## config.mk

```make
export PLATFORM = sky130hd
export DESIGN_NAME = shuttle_bounce
export DESIGN_NICKNAME = d
export VERILOG_FILES = /design/src/rtl/shuttle_pkg.sv /design/src/rtl/shuttle_onehot_chk.sv /design/src/rtl/shuttle_token_reg.sv /design/src/rtl/shuttle_turn_ctrl.sv /design/src/rtl/shuttle_bounce.sv
export SDC_FILE = /design/constraint.sdc
export NUM_CORES = 1
export LEC_CHECK = 0
export ABC_AREA = 1
export BUFFER_PORTS_ARGS = -buffer_cell sky130_fd_sc_hd__buf_2
export CORE_AREA = 2 2 39 41
export DETAILED_ROUTE_END_ITERATION = 8
export DIE_AREA = 0 0 41 43
export GPL_TIMING_DRIVEN = 1
export PLACE_DENSITY = 0.84
export SYNTH_ARGS = -nofsm -noshare
export SYNTH_HDL_FRONTEND = slang
export SYNTH_SLANG_ARGS = --single-unit
```

## constraint.sdc

```tcl
create_clock -name clk_i -period 2.09 [get_ports clk_i]
set_clock_uncertainty 0.1 [all_clocks]
set_input_delay 0.418 -clock clk_i [delete_from_list [all_inputs] [get_ports clk_i]]
set_output_delay 0.418 -clock clk_i [all_outputs]
set_load 0.01 [all_outputs]
```

## src/rtl/shuttle_pkg.sv

```systemverilog
package shuttle_pkg;

  // Turnaround state carried beside the token register.
  typedef struct packed {
    logic dir_up;    // travelling toward the last stage
    logic held;      // the end dwell clock has already been spent
    logic sign_neg;  // inverted half sweep
  } turn_state_t;

  // Direction for the next move: ends force a turn, otherwise keep going.
  function automatic logic next_dir(input logic cur_up, input logic at_first,
                                    input logic at_last);
    if (at_last) return 1'b0;
    if (at_first) return 1'b1;
    return cur_up;
  endfunction

  // The sign inverts when the token departs stage 0 after a downward return.
  function automatic logic sweep_restart(input logic moving, input logic at_first,
                                         input logic cur_up);
    return moving && at_first && !cur_up;
  endfunction

endpackage

```

## src/rtl/shuttle_onehot_chk.sv

```systemverilog
module shuttle_onehot_chk #(
  parameter int W = 8
) (
  input  logic [W-1:0] vec_i,
  output logic         ok_o
);
  logic [W-1:0] seen;
  logic [W-1:0] multi;

  assign seen[0]  = vec_i[0];
  assign multi[0] = 1'b0;

  generate
    for (genvar i = 1; i < W; i++) begin : g_scan
      assign seen[i]  = seen[i-1] | vec_i[i];
      assign multi[i] = multi[i-1] | (seen[i-1] & vec_i[i]);
    end
  endgenerate

  assign ok_o = seen[W-1] & ~multi[W-1];
endmodule

```

## src/rtl/shuttle_token_reg.sv

```systemverilog
module shuttle_token_reg #(
  parameter int W = 8
) (
  input  logic         clk_i,
  input  logic         load_home_i,
  input  logic         shift_en_i,
  input  logic         shift_up_i,
  output logic [W-1:0] tap_o
);
  logic [W-1:0] tap_q;
  logic [W-1:0] tap_nxt;

  generate
    for (genvar i = 0; i < W; i++) begin : g_stage
      logic from_below;
      logic from_above;
      if (i == 0) begin : g_lo_end
        assign from_below = 1'b0;
      end else begin : g_lo_mid
        assign from_below = tap_q[i-1];
      end
      if (i == W - 1) begin : g_hi_end
        assign from_above = 1'b0;
      end else begin : g_hi_mid
        assign from_above = tap_q[i+1];
      end
      assign tap_nxt[i] = shift_up_i ? from_below : from_above;
    end
  endgenerate

  always_ff @(posedge clk_i) begin
    if (load_home_i)     tap_q <= W'(1);
    else if (shift_en_i) tap_q <= tap_nxt;
  end

  assign tap_o = tap_q;

  // a step upward moves the token exactly one stage higher.
  p_step_up_r3: assert property (@(posedge clk_i) disable iff (load_home_i)
    (shift_en_i && shift_up_i && !tap_q[W-1]) |=> (tap_q == ($past(tap_q) << 1)));
  // a step downward moves the token exactly one stage lower.
  p_step_dn_r3: assert property (@(posedge clk_i) disable iff (load_home_i)
    (shift_en_i && !shift_up_i && !tap_q[0]) |=> (tap_q == ($past(tap_q) >> 1)));
endmodule

```

## src/rtl/shuttle_turn_ctrl.sv

```systemverilog
module shuttle_turn_ctrl
  import shuttle_pkg::*;
#(
  parameter int DWELL = 1
) (
  input  logic clk_i,
  input  logic home_i,
  input  logic en_i,
  input  logic at_first_i,
  input  logic at_last_i,
  output logic move_o,
  output logic step_up_o,
  output logic hold_o,
  output logic restart_o,
  output logic dir_up_o,
  output logic sign_neg_o
);
  turn_state_t st_q;
  logic        hold_now;

  generate
    if (DWELL != 0) begin : g_dwell
      assign hold_now = (at_first_i | at_last_i) & ~st_q.held;
    end else begin : g_nodwell
      assign hold_now = 1'b0;
    end
  endgenerate

  assign move_o    = en_i & ~hold_now;
  assign hold_o    = en_i & hold_now;
  assign step_up_o = next_dir(st_q.dir_up, at_first_i, at_last_i);
  assign restart_o = sweep_restart(move_o, at_first_i, st_q.dir_up);

  always_ff @(posedge clk_i) begin
    if (home_i) begin
      st_q <= '{dir_up: 1'b1, held: 1'b0, sign_neg: 1'b0};
    end else if (en_i) begin
      st_q.held <= (DWELL != 0) ? hold_now : 1'b0;
      if (move_o) st_q.dir_up <= step_up_o;
      if (restart_o) st_q.sign_neg <= ~st_q.sign_neg;
    end
  end

  assign dir_up_o   = st_q.dir_up;
  assign sign_neg_o = st_q.sign_neg;

  // nothing in the turnaround state moves while disabled.
  p_idle_r8: assert property (@(posedge clk_i) disable iff (home_i)
    !en_i |=> ($stable(dir_up_o) && $stable(sign_neg_o)));
  // departing the last stage always leaves the direction pointing down.
  p_turn_down_r6: assert property (@(posedge clk_i) disable iff (home_i)
    (move_o && at_last_i) |=> !dir_up_o);
endmodule

```

## src/rtl/shuttle_bounce.sv

```systemverilog
module shuttle_bounce #(
  parameter int N_GROUPS = 1,
  parameter int DWELL    = 1
) (
  input  logic                    clk_i,
  input  logic                    rst_i,
  input  logic                    en_i,
  output logic [8*N_GROUPS-1:0]   tap_o,
  output logic                    dir_up_o,
  output logic                    sign_neg_o
);
  localparam int STAGES = 8 * N_GROUPS;

  logic [STAGES-1:0] tap;
  logic token_ok;
  logic go_home;
  logic at_first_evt;
  logic at_last_evt;
  logic move_evt;
  logic step_up;
  logic hold_evt;
  logic restart_evt;

  assign at_first_evt = tap[0];
  assign at_last_evt  = tap[STAGES-1];
  assign go_home      = rst_i | ~token_ok;

  shuttle_onehot_chk #(.W(STAGES)) u_chk (
    .vec_i (tap),
    .ok_o  (token_ok)
  );

  shuttle_turn_ctrl #(.DWELL(DWELL)) u_ctrl (
    .clk_i      (clk_i),
    .home_i     (go_home),
    .en_i       (en_i),
    .at_first_i (at_first_evt),
    .at_last_i  (at_last_evt),
    .move_o     (move_evt),
    .step_up_o  (step_up),
    .hold_o     (hold_evt),
    .restart_o  (restart_evt),
    .dir_up_o   (dir_up_o),
    .sign_neg_o (sign_neg_o)
  );

  shuttle_token_reg #(.W(STAGES)) u_tok (
    .clk_i       (clk_i),
    .load_home_i (go_home),
    .shift_en_i  (move_evt),
    .shift_up_i  (step_up),
    .tap_o       (tap)
  );

  assign tap_o = tap;

  // exactly one tap is high once reset has been applied.
  p_single_tap_r2: assert property (@(posedge clk_i) disable iff (rst_i)
    $countones(tap) == 1);
  // reset lands in the home state whatever the enable does.
  p_reset_home_r9: assert property (@(posedge clk_i)
    rst_i |=> (tap == STAGES'(1) && dir_up_o && !sign_neg_o));
  // the sign inverts on a sweep restart and only then.
  p_sign_flip_r7: assert property (@(posedge clk_i) disable iff (rst_i)
    restart_evt |=> (sign_neg_o != $past(sign_neg_o)));
  p_sign_keep_r7: assert property (@(posedge clk_i) disable iff (rst_i)
    (!restart_evt && token_ok) |=> $stable(sign_neg_o));
  // a disabled clock leaves the taps where they are.
  p_tap_idle_r8: assert property (@(posedge clk_i) disable iff (rst_i)
    (!en_i && token_ok) |=> $stable(tap));

  generate
    if (DWELL != 0) begin : g_dwell_chk
      // the dwell clock keeps the token on its end stage.
      p_end_dwell_r5: assert property (@(posedge clk_i) disable iff (rst_i)
        hold_evt |=> $stable(tap));
    end
  endgenerate
endmodule

```

==> metrics.txt <==
DRC Markers=0; number of cell rows=14; worst-path cell chain=nor2_2 > nand4_2 > nand2_2 > inv_2 > nor2_4 > nand3_4 > nor2_2; critical path endpoint=u_ctrl.st_q[1]; Mapped Area=654 um2; Hold WC Path Type=register to register; max_cap viols=0; Avg Vias per Cell=5.10; ANT nets after route=0; Final Slew Violations=0; min cycle time layout=1460 ps; Worst-path clk slew=80 ps; H-tree levels=1; Post-CTS Hold Buffers=0; slowest CP cell=dfxtp_1; R2R Path Start=u_tok.tap_o[0]; synthesis warning total=0; cts repair resizes=0; Util after Layout=0.530; number of detailed-route iterations in the first pass=4; Final HPWL DP=1040 um; most common cell after layout, fill and taps aside=nor2_1; Setup Fix Bufs, Post-CTS=0; crit-path most repeated cell=nor2_2; Cells after Synth=97; P_leak=0.322 nW; Worst R2R End=u_ctrl.st_q[1]; R2R Setup Slk=630 ps; diodes inserted=0; Yosys cell types=20; RSZ-0062 raised after global routing=no; pin count of the biggest net entering global routing=14; Overall Power=485 uW; # nets final=113; core area=1380 um2; die width=41 um; sequential area share after synthesis=0.337; worst r2r path cells=7; Syn Nets=100; Final Setup Violations=0; kind of critical path=register to register; CP arrival=1560 ps; Crit Path Max Fanout=9; Synth Register Bits=11; Max rail drop VDD=433 uV; Crit. End Element=register; die height=43 um; initial drt markers=14; CTS max path bufs=2; first-pass GRT wire length=2270 um; Post-Route Setup TNS=0 ps; Clock Tree Root=clkbuf_4; Starting Density=0.473; relative max-transition margin=0.688; pin slew with the least headroom to its limit=469 ps; Via Count=637; worst endpoint required time=2190 ps; pwr dens=661 nW/um2; status=finished, final reports clean; GRT Residual Overflow=0; routability congestion estimate=0.838; io pins=13; layout cells sized above 1=0.257; CTS Buf Count=3; Worst Setup Start Kind=register; Mapped Avg Cell Area=6.75 um2; most frequent cells in the layout=20 x nor2_1, 16 x nand2_1, 12 x buf_2, 11 x inv_1, 11 x dfxtp_1; max frequency=686 MHz; antenna violations before repair=0; worst setup path start=u_tok.tap_o[0]; Routed WL per cell=11.3 um; area grow syn2layout=12.0%; CTS tree=built; max incr delay on CP=380 ps; vias in the first global route=534; total global-route track usage=0.190; Routed WL=1410 um; Die ar.=1760 um2; Final Hold Viols=0; fin crit share=0.697; worst skew pair latency=270 ps; Clock Sinks=11; IO buf count=12
[per-stage QoR]
stage / setup WS, ps / hold slack (ps) / instances / cell area (um2)
after floorplan: 809 / 460 / 97 / 654
after global placement: 718 / 413 / 121 / 707
after detailed placement: 656 / 415 / 121 / 707
after CTS: 626 / 431 / 125 / 733
after global routing: 510 / 456 / 125 / 733
final: 633 / 430 / 125 / 733
[worst min path at each step]
| stage | cells past startpoint | to | startpoint | slack [ps] |
|---|---|---|---|---|
| finish | 2 | u_ctrl.sign_neg_o | u_ctrl.sign_neg_o | 430 |
| global route | 2 | u_ctrl.sign_neg_o | u_ctrl.sign_neg_o | 460 |
| CTS | 3 | u_ctrl.st_q[1] | en_i | 430 |
| detailed placement | 2 | u_ctrl.sign_neg_o | u_ctrl.sign_neg_o | 410 |
| global placement | 2 | u_ctrl.sign_neg_o | u_ctrl.sign_neg_o | 410 |
| floorplan | 2 | u_ctrl.sign_neg_o | u_ctrl.sign_neg_o | 460 |
[layer usage]
metal	up-vias	GRT usage	routed length [um]
met1	290	0.259	698
met4	0	0.0800	25
met5	-	0	0
li1	330	-	-
met2	12	0.275	638
met3	5	0.0471	49
[flip-flops by register name, summed over array words and instances, names as in the netlist]
signal             cells
u_ctrl.dir_up_o        1
u_ctrl.sign_neg_o      1
u_ctrl.st_q            1
u_tok.tap_o            8
[cell type report]
class                   instances  area, um2
fillers                       158        651
multi-input cells              69        358
flip-flops and latches         11        220
repair buffers                 12       60.1
inverters                      13       48.8
clock buffers                   4       26.3
well taps                      16       20.0
[synthesized netlist by cell type, drive strengths merged]
cell,n,area share
nand2,17,0.10
inv,13,0.075
nand4,3,0.038
buf,4,0.042
a21oi,8,0.061
nor3,1,0.0076
nor2,25,0.17
nand3,3,0.042
xor2,1,0.013
dfxtp,11,0.34
o21ai,11,0.11
[report_power, final]
group	internal (mW)	switching (mW)	total (mW)	leakage [nW]
logic	0.0356	0.0653	0.101	0.217
registers	0.221	0.0167	0.238	0.0892
clock network	0.0739	0.0727	0.147	0.0150
[critical path: cells and delay by family (launching register included)]
kind / cells / cell delay [ps]
flops: 1 / 380
simple gates: 6 / 870
buf+inv: 1 / 40
[cells by family after synthesis]
group,synth area share
flip-flops,0.337
AND/OR/NAND/NOR,0.359
AO/OA/AOI/OAI,0.174
buffers and inverters,0.117
XOR/XNOR,0.0134
No activity file was read; power rests on OpenSTA's default activity.
